### config.mk
export PLATFORM = sky130hd
export DESIGN_NAME = cpa_encoder
export DESIGN_NICKNAME = d
export VERILOG_FILES = /design/src/rtl/cpa_pkg.sv /design/src/rtl/cpa_run_detect.sv /design/src/rtl/cpa_bitmap_acc.sv /design/src/rtl/cpa_ptr_emit.sv /design/src/rtl/cpa_encoder.sv
export SDC_FILE = /design/constraint.sdc
export NUM_CORES = 1
export LEC_CHECK = 0
export BUFFER_PORTS_ARGS = -buffer_cell sky130_fd_sc_hd__buf_2
export CORE_ASPECT_RATIO = 1.5
export CORE_MARGIN = 3
export CORE_UTILIZATION = 45
export DETAILED_ROUTE_END_ITERATION = 10
export PLACE_DENSITY = 0.72
export SYNTH_ARGS = -nofsm -noshare
export SYNTH_HDL_FRONTEND = slang
export SYNTH_SLANG_ARGS = --single-unit
### constraint.sdc
create_clock -name clk -period 9.2 [get_ports clk]
set_input_delay 2.76 -clock clk [delete_from_list [all_inputs] [get_ports clk]]
set_output_delay 2.76 -clock clk [all_outputs]
set_load 0.02 [all_outputs]
### src/rtl/cpa_pkg.sv
`timescale 1ns/1ps
package cpa_pkg;

  // Per-entry decision made by the run detector, consumed by the bitmap
  // accumulator and the pointer emitter.
  typedef struct packed {
    logic accept;  // entry lies inside an open array and below N_ENTRIES
    logic fresh;   // entry begins a new run of pointers
    logic first;   // entry is entry 0 (start marker)
    logic done;    // entry carries the last marker of an open array
  } cpa_evt_t;

endpackage

### src/rtl/cpa_run_detect.sv
`timescale 1ns/1ps
module cpa_run_detect
  import cpa_pkg::*;
#(
  parameter int N_ENTRIES = 256,
  parameter int PTR_W     = 16,
  localparam int POS_W    = $clog2(N_ENTRIES),
  localparam int CNT_W    = $clog2(N_ENTRIES + 1)
) (
  input  logic             clk,
  input  logic             rst_n,
  input  logic             in_valid,
  input  logic             in_start,
  input  logic             in_last,
  input  logic [PTR_W-1:0] in_ptr,
  output cpa_evt_t         evt_o,
  output logic [POS_W-1:0] pos_o
);

  logic             frame_q, frame_d;
  logic [CNT_W-1:0] pos_q, pos_d;
  logic [PTR_W-1:0] prev_q;
  logic [CNT_W-1:0] cur_pos;
  logic             take;
  logic             accept;
  logic             fresh;

  // next-state logic
  always_comb begin
    cur_pos = in_start ? '0 : pos_q;
    take    = in_valid && (in_start || frame_q);
    accept  = take && (cur_pos < CNT_W'(N_ENTRIES));
    fresh   = accept && (in_start || (in_ptr != prev_q));

    frame_d = frame_q;
    pos_d   = pos_q;
    if (take) begin
      frame_d = !in_last;
      pos_d   = cur_pos + CNT_W'(accept);
    end
  end

  // state registers, enabled by an accepted or closing entry
  always_ff @(posedge clk or negedge rst_n) begin
    if (!rst_n) begin
      frame_q <= 1'b0;
      pos_q   <= '0;
    end else if (take) begin
      frame_q <= frame_d;
      pos_q   <= pos_d;
    end
  end

  always_ff @(posedge clk or negedge rst_n) begin
    if (!rst_n) begin
      prev_q <= '0;
    end else if (accept) begin
      prev_q <= in_ptr;
    end
  end

  assign evt_o.accept = accept;
  assign evt_o.fresh  = fresh;
  assign evt_o.first  = accept && in_start;
  assign evt_o.done   = take && in_last;
  assign pos_o        = cur_pos[POS_W-1:0];

endmodule

### src/rtl/cpa_bitmap_acc.sv
`timescale 1ns/1ps
module cpa_bitmap_acc
  import cpa_pkg::*;
#(
  parameter int N_ENTRIES = 256,
  localparam int POS_W    = $clog2(N_ENTRIES)
) (
  input  logic                 clk,
  input  logic                 rst_n,
  input  cpa_evt_t             evt_i,
  input  logic [POS_W-1:0]     pos_i,
  output logic [N_ENTRIES-1:0] bitmap_o,
  output logic                 bm_valid_o
);

  logic [N_ENTRIES-1:0] bm_q;
  logic                 bv_q;
  logic                 clr;

  assign clr = evt_i.first;

  for (genvar i = 0; i < N_ENTRIES; i++) begin : g_bit
    logic hit;
    logic en;
    logic d;

    always_comb begin
      hit = evt_i.fresh && (pos_i == POS_W'(i));
      en  = clr || hit;
      d   = clr ? (i == 0) : 1'b1;
    end

    always_ff @(posedge clk or negedge rst_n) begin
      if (!rst_n) begin
        bm_q[i] <= 1'b0;
      end else if (en) begin
        bm_q[i] <= d;
      end
    end
  end

  always_ff @(posedge clk or negedge rst_n) begin
    if (!rst_n) begin
      bv_q <= 1'b0;
    end else begin
      bv_q <= evt_i.done && evt_i.accept | evt_i.done;
    end
  end

  assign bitmap_o   = bm_q;
  assign bm_valid_o = bv_q;

endmodule

### src/rtl/cpa_ptr_emit.sv
`timescale 1ns/1ps
module cpa_ptr_emit #(
  parameter int N_ENTRIES = 256,
  parameter int PTR_W     = 16,
  localparam int CNT_W    = $clog2(N_ENTRIES + 1)
) (
  input  logic             clk,
  input  logic             rst_n,
  input  logic             fresh_i,
  input  logic             first_i,
  input  logic [PTR_W-1:0] ptr_i,
  output logic             out_valid_o,
  output logic [PTR_W-1:0] out_ptr_o,
  output logic [CNT_W-1:0] out_count_o
);

  logic             ov_q;
  logic [PTR_W-1:0] ptr_q;
  logic [CNT_W-1:0] cnt_q, cnt_d;

  always_comb begin
    cnt_d = first_i ? CNT_W'(1) : cnt_q + CNT_W'(1);
  end

  always_ff @(posedge clk or negedge rst_n) begin
    if (!rst_n) begin
      ov_q <= 1'b0;
    end else begin
      ov_q <= fresh_i;
    end
  end

  always_ff @(posedge clk or negedge rst_n) begin
    if (!rst_n) begin
      ptr_q <= '0;
      cnt_q <= '0;
    end else if (fresh_i) begin
      ptr_q <= ptr_i;
      cnt_q <= cnt_d;
    end
  end

  assign out_valid_o = ov_q;
  assign out_ptr_o   = ptr_q;
  assign out_count_o = cnt_q;

endmodule

### src/rtl/cpa_encoder.sv
`timescale 1ns/1ps
module cpa_encoder
  import cpa_pkg::*;
#(
  parameter int N_ENTRIES = 256,
  parameter int PTR_W     = 16,
  localparam int POS_W    = $clog2(N_ENTRIES),
  localparam int CNT_W    = $clog2(N_ENTRIES + 1)
) (
  input  logic                 clk,
  input  logic                 rst_n,
  input  logic                 in_valid,
  input  logic                 in_start,
  input  logic                 in_last,
  input  logic [PTR_W-1:0]     in_ptr,
  output logic [N_ENTRIES-1:0] bitmap,
  output logic                 bitmap_valid,
  output logic                 out_valid,
  output logic [PTR_W-1:0]     out_ptr,
  output logic [CNT_W-1:0]     out_count
);

  // reset: asserted asynchronously, released on the second clock edge
  logic [1:0] rst_pipe_q;
  logic       rst_sync_n;

  always_ff @(posedge clk or negedge rst_n) begin
    if (!rst_n) begin
      rst_pipe_q <= 2'b00;
    end else begin
      rst_pipe_q <= {rst_pipe_q[0], 1'b1};
    end
  end

  assign rst_sync_n = rst_pipe_q[1];

  cpa_evt_t         evt;
  logic [POS_W-1:0] pos;

  cpa_run_detect #(
    .N_ENTRIES (N_ENTRIES),
    .PTR_W     (PTR_W)
  ) u_detect (
    .clk      (clk),
    .rst_n    (rst_sync_n),
    .in_valid (in_valid),
    .in_start (in_start),
    .in_last  (in_last),
    .in_ptr   (in_ptr),
    .evt_o    (evt),
    .pos_o    (pos)
  );

  cpa_bitmap_acc #(
    .N_ENTRIES (N_ENTRIES)
  ) u_bitmap (
    .clk        (clk),
    .rst_n      (rst_sync_n),
    .evt_i      (evt),
    .pos_i      (pos),
    .bitmap_o   (bitmap),
    .bm_valid_o (bitmap_valid)
  );

  cpa_ptr_emit #(
    .N_ENTRIES (N_ENTRIES),
    .PTR_W     (PTR_W)
  ) u_emit (
    .clk         (clk),
    .rst_n       (rst_sync_n),
    .fresh_i     (evt.fresh),
    .first_i     (evt.first),
    .ptr_i       (in_ptr),
    .out_valid_o (out_valid),
    .out_ptr_o   (out_ptr),
    .out_count_o (out_count)
  );

endmodule

==> metrics, run 1 <==
status=complete, no violations; unrepaired setup endpoints after global routing=false; Mean Syn Cell Area=10.82 um^2; Crit. End Element=flop; DR vias=9,333; sequential area share after synthesis=0.6478; Bufs on Longest Clock Path=3; Int Pwr=2159 uW; dpl ws=3.561 ns; clk sinks=311; syn_nets=1,134; first-pass GRT wire length=53.41 mm; Mapped Cells=1,110; f_max=0.1970 GHz; vias in the first global route=9,337; max incr delay on CP=0.80 ns; clk root buf=clkbuf_16; critical-path cell list=buf_2, o21ai_2, inv_1, ha_1, nand3_1, nor2_1, nand3_1, nor2_1, xnor2_1, o22ai_1; sequential share of power=0.506; # IOs=304; Final Hold Fails=0; hpwl dp=23.97 mm; top cell type by total area after synthesis=dfrtp_1; leading cell type in the layout, fill and taps excluded=dfrtp_1; Setup CP Type=primary input to flop; initial core utilization=0.4614; final worst setup slack=4.123 ns; R2R Setup Slk=6.11 ns; initial antenna violation count=0; CTS tree=built; hold_buf cts=0; combinational fraction of design power=0.069; Vias/cell=5.423; Peak VDD IR=164.4 uV; CP arrival=5.49 ns; max-cap violation count=0; largest net degree at the start of global routing=185; Critical Path Source Type=primary input; CP max FO=25; CTS Buf Count=28; total global-route track usage=0.2338; Avg WL per Cell=20.20 um; # DRC=0; Leak=0.007556 uW; post-synth top area share=0.6478; # setup viols final=0; ANT nets after route=0; latest clock arrival within the worst-skew pair=0.54 ns; die width=139.4 um; Filler Cells Inserted=2,325; Worst-path clk slew=0.07 ns; Tcrit/Tclk final=0.5519; DRT Pass-1 Iters=5; Synth cell types=45; Buffers on Ports=303; layout cell share with drive strength beyond 1=0.2810; GP Congestion=0.8829; Iteration-0 DRC Markers=617; final setup TNS=0 ns; Post-Route WL=34.76 mm; ant diodes=0; Clock power frac=0.425; # nets final=1,391; total die area=0.02873 mm^2; Core ar.=0.02604 mm^2; setup bufs post-CTS=0; Worst Clk Skew=0.01742 ns; Slew @ Worst Pin=1.029 ns; grt total ovfl=0; post_cts resized=0; top area cells in the synthesized netlist=dfrtp_1 65%, nand2_1 9.1%, o21ai_0 7.5%, a32o_1 2.6%, clkbuf_1 1.4%; Period minus WS final=5.077 ns; most frequent cells in the layout=310 x dfrtp_1, 303 x buf_2, 291 x nand2_1, 180 x o21ai_0, 35 x nor2_1; Yosys warning total=0; Yosys reg bits=311; switching fraction of total power=0.2382; Slew HR=0.3139; Post-Syn Area=0.01201 mm^2; Net Sw Power=674.9 uW; Area Overhead vs Synth=21.35%; Final Slew Violations=0; Worst Hold Class=flop to async pin; Slowest cell on crit path=o21ai_2; H-tree depth=1; Worst EP required=9.61 ns; pwr dens=194.4 mW/mm^2; chip height=206.1 um; row count=72
==> worst max-delay path: cells and delay by family <==
kind	cells	cell delay, ns
AO/OA/AOI/OAI	2	0.89
buffers and inverters	2	0.88
adder cells (fa/ha/maj)	1	0.43
AND/OR/NAND/NOR	4	0.36
XOR/XNOR	1	0.14
==> area by class of cell <==
cell class | instances | area (um^2) | area share
tap | 333 | 416.7 | 0.02858
clock inverter | 12 | 120.1 | 0.008240
inverter | 5 | 18.77 | 0.001287
timing repair buffer | 309 | 1574 | 0.1080
multi-input combinational | 712 | 3819 | 0.2620
clock buffer | 39 | 843.3 | 0.05785
sequential | 311 | 7786 | 0.5341
==> registers in the layout, indices dropped and copies added, names as in the netlist <==
name                 flops
u_bitmap.bm_valid_o      1
u_emit.out_ptr_o        16
u_bitmap.bitmap_o      256
u_detect.pos_q           9
u_emit.out_valid_o       1
u_emit.out_count_o       9
u_detect.prev_q         16
u_detect.frame_q         1
rst_pipe_q               2
==> power by group through the flow <==
stage	clock network (uW)	registers, uW	logic [uW]
final	1200	1430	196
after global placement	0	1460	195
after detailed placement	0	1460	198
after CTS	1230	1430	199
after global routing	1280	1440	218
after floorplan	0	1490	107
==> path summary, 6_finish.rpt <==
| path | from | endpoint | depth (start not counted) |
|---|---|---|---|
| max in group asynchronous | rst_n | rst_pipe_q[1]$_DFF_PN0_ | 1 |
| setup / recovery | in_start | u_detect.pos_q[7]$_DFFE_PN0N_ | 10 |
| min in group clk | rst_pipe_q[0]$_DFF_PN0_ | rst_pipe_q[1]$_DFF_PN0_ | 0 |
| hold / removal | rst_pipe_q[1]$_DFF_PN0_ | u_bitmap.bitmap_o[137]$_DFFE_PN0P_ | 0 |
| setup reg to reg | u_detect.frame_q$_DFFE_PN0N_ | u_detect.pos_q[7]$_DFFE_PN0N_ | 10 |
| hold reg to reg | rst_pipe_q[1]$_DFF_PN0_ | u_bitmap.bitmap_o[137]$_DFFE_PN0P_ | 0 |
==> logic make-up after synthesis <==
logic type	count (synthesis)	share of synthesized area
simple gates	393	0.1383
mux	22	0.02312
other cells	1	0.0003122
flops	311	0.6478
buf+inv	87	0.03562
fa+ha+maj	3	0.003125
compound gates	272	0.1363
xor+xnor	21	0.01531
==> cells in the mapped netlist, drive strengths merged <==
cell type	n
nand4	9
a21bo	1
a21oi	4
ha	3
a31oi	3
o21ai	207
or3	1
nand2	304
a32o	31
dfrtp	311
o21a	2
a41oi	4
mux2i	6
o22ai	1
a22o	16
nand3b	1
nor4b	1
nor3	7
nor2	35
inv	5
mux2	16
nand2b	11
nand3	8
o41ai	2
nor4	2
and2	6
nor2b	5
xor2	4
xnor2	17
conb	1
clkbuf	49
and3	3
a311o	1
buf	33
==> metrics by stage <==
step / hold slack [ns] / instance area, um^2 / utilization / power, uW / instances
2_1_floorplan: 0.3311 / 12010 / - / 1596 / 1110
3_3_place_gp: 0.3373 / 13610 / 0.5229 / 1653 / 1670
3_5_place_dp: 0.3428 / 13610 / 0.5229 / 1657 / 1670
4_1_cts: 0.3568 / 14580 / 0.5599 / 2861 / 1721
5_1_grt: 0.3579 / 14580 / 0.5599 / 2937 / 1721
6_report: 0.3428 / 14580 / 0.5599 / 2834 / 1721
==> layer usage <==
metal / vias to the layer above / part of all wire / track usage
met4: 0 / 0.040 / 0.08322
met1: 4647 / 0.39 / 0.2870
met5: - / 0 / 0
li1: 4267 / - / -
met3: 67 / 0.067 / 0.04537
met2: 352 / 0.51 / 0.4127
(Power assumes the default switching activity.)
==> run 2, diff against run 1 <==
clock period = 4.1 ns   (was 9.2 ns; I/O delays follow)
==> metrics, run 2 (same netlist as run 1, synthesis figures left out) <==
Avg WL per Cell=20.34 um (+0.71%); Tcrit/Tclk final=0.6828; CP arrival=3.19 ns (-2.30 ns); Worst-path clk slew=0.06 ns (about the same); CP Capture Point=u_bitmap.bitmap_o[231]$_DFFE_PN0P_; CP max FO=22 (-12%); most frequent cells in the layout=310 x dfrtp_1, 303 x buf_2, 291 x nand2_1, 180 x o21ai_0, 35 x nor2_1; post_cts resized=0 (unchanged); latest clock arrival within the worst-skew pair=0.56 ns (+0.02 ns); clk sinks=311 (unchanged); Worst EP required=4.49 ns (-5.12 ns); Worst Clk Skew=0.03151 ns (+0.01410 ns); critical-path cell list=buf_2, xnor2_1, nand4_1, nor4_4, nand2_2, nand2_1, o21ai_0; pwr dens=438.3 mW/mm^2 (+130%); Iteration-0 DRC Markers=714 (+16%); Slowest cell on crit path=nand2_1; Slew HR=0.2830 (-0.03087); clk root buf=clkbuf_16; hold_buf cts=0 (unchanged); H-tree depth=1 (unchanged); final setup TNS=0 ns (unchanged); Slew @ Worst Pin=1.070 ns (+0.04048 ns); DR vias=9,400 (+0.72%); Worst Hold Class=flop to flop; total die area=0.02873 mm^2 (unchanged); # nets final=1,402 (+0.79%); layout cell share with drive strength beyond 1=0.2879 (+0.006877); CTS Buf Count=29 (+3.6%); Critical Path Source=in_ptr[2]; # IOs=304 (unchanged); largest net degree at the start of global routing=161 (-13%); Core ar.=0.02604 mm^2 (unchanged); Buffers on Ports=303 (unchanged); initial core utilization=0.4614 (unchanged); setup bufs post-CTS=0 (unchanged); max incr delay on CP=0.48 ns (-0.32 ns); Filler Cells Inserted=2,273 (-2.2%); max-cap violation count=0 (unchanged); CTS tree=built; vias in the first global route=9,136 (-2.2%); total global-route track usage=0.2386 (+0.004732); number of cells on the critical path=7 (-3); Vias/cell=5.424 (about the same); Bufs on Longest Clock Path=3 (unchanged); Post-Route WL=35.25 mm (+1.4%); die width=139.4 um (unchanged); Final Hold Fails=0 (unchanged); DRT Pass-1 Iters=5 (unchanged); Top delay family on crit path=simple AND/OR/NAND/NOR gates; Critical Path Source Type=primary input; unrepaired setup endpoints after global routing=false; leading cell type in the layout, fill and taps excluded=dfrtp_1; GP Congestion=0.8609 (-2.5%); # DRC=0 (unchanged); max FFs per register=256 (unchanged); final worst setup slack=1.300 ns (-2.822 ns); Setup CP Type=primary input to flop; grt total ovfl=0 (unchanged); Area Overhead vs Synth=22.44%; Peak VDD IR=360.9 uV (+120%); status=complete, no violations; first-pass GRT wire length=53.99 mm (+1.1%); chip height=206.1 um (unchanged); Reg2Reg Depth=6 (-4); Period minus WS final=2.800 ns; Leak=0.007621 uW (+0.86%); worst r2r dst=u_bitmap.bitmap_o[231]$_DFFE_PN0P_; R2R Setup Slk=1.69 ns (-4.42 ns); ant diodes=0 (unchanged); CP bufs+invs=1 (-1); initial antenna violation count=0 (unchanged); hpwl dp=24.48 mm (+2.1%); dpl ws=0.7059 ns (-2.855 ns); Final Slew Violations=0 (unchanged); Crit. End Element=flop; f_max=0.3572 GHz; # setup viols final=0 (unchanged); ANT nets after route=0 (unchanged); r2r startpoint=u_detect.prev_q[2]$_DFFE_PN0N_; row count=72 (unchanged)
run 2: cell count changes in the layout (fill, tap and decap cells not counted):
cell and delta:
buf_12 +2, buf_4 +8, bufinv_16 +1, clkbuf_1 -1, clkbuf_8 -2, clkinv_4 -1
clkinvlp_4 +3, inv_6 +2
run 2: per-stage QoR:
stage | instances | total power, uW | hold WS (ns) | instance area, um^2 | utilization
floorplan | 1110 | 3581 | 0.3312 | 12020 | -
global placement | 1680 | 3719 | 0.3347 | 13710 | 0.5268
detailed placement | 1680 | 3731 | 0.3394 | 13710 | 0.5268
CTS | 1733 | 6505 | 0.3586 | 14710 | 0.5649
global route | 1733 | 6684 | 0.3755 | 14710 | 0.5649
finish | 1733 | 6447 | 0.3522 | 14710 | 0.5649
run 2: final cells by class:
class,count,area (um^2),area share
Inverter,5,18.77,0.001276
Sequential cell,311,7786,0.5294
Tap cell,333,416.7,0.02833
Multi-Input combinational cell,712,3819,0.2596
Timing Repair Buffer,319,1674,0.1138
Clock inverter,17,181.4,0.01234
Clock buffer,36,812.0,0.05521
run 2: worst min path at each step:
| stage | startpoint | end | slack [ns] | depth (start not counted) |
|---|---|---|---|---|
| after floorplan | rst_pipe_q[0]$_DFF_PN0_ | rst_pipe_q[1]$_DFF_PN0_ | 0.33 | 0 |
| after global placement | rst_pipe_q[0]$_DFF_PN0_ | rst_pipe_q[1]$_DFF_PN0_ | 0.33 | 0 |
| after detailed placement | rst_pipe_q[0]$_DFF_PN0_ | rst_pipe_q[1]$_DFF_PN0_ | 0.34 | 0 |
| after CTS | rst_pipe_q[0]$_DFF_PN0_ | rst_pipe_q[1]$_DFF_PN0_ | 0.36 | 0 |
| after global routing | rst_pipe_q[0]$_DFF_PN0_ | rst_pipe_q[1]$_DFF_PN0_ | 0.38 | 0 |
| final | rst_pipe_q[0]$_DFF_PN0_ | rst_pipe_q[1]$_DFF_PN0_ | 0.35 | 0 |
run 2: power by group:
part / total, uW / internal [uW] / switching [uW]
logic: 445 / 150 / 296
clock network: 2780 / 1600 / 1180
registers: 3220 / 3140 / 81.3
total: 6450 / 4890 / 1560
run 2: metal layers:
| layer | GRT usage | vias up | routed length (um) |
|---|---|---|---|
| met5 | 0 | - | 0 |
| met2 | 0.4078 | 366 | 17920 |
| met3 | 0.04977 | 71 | 2484 |
| li1 | - | 4287 | - |
| met4 | 0.09790 | 0 | 1431 |
| met1 | 0.2967 | 4676 | 13410 |
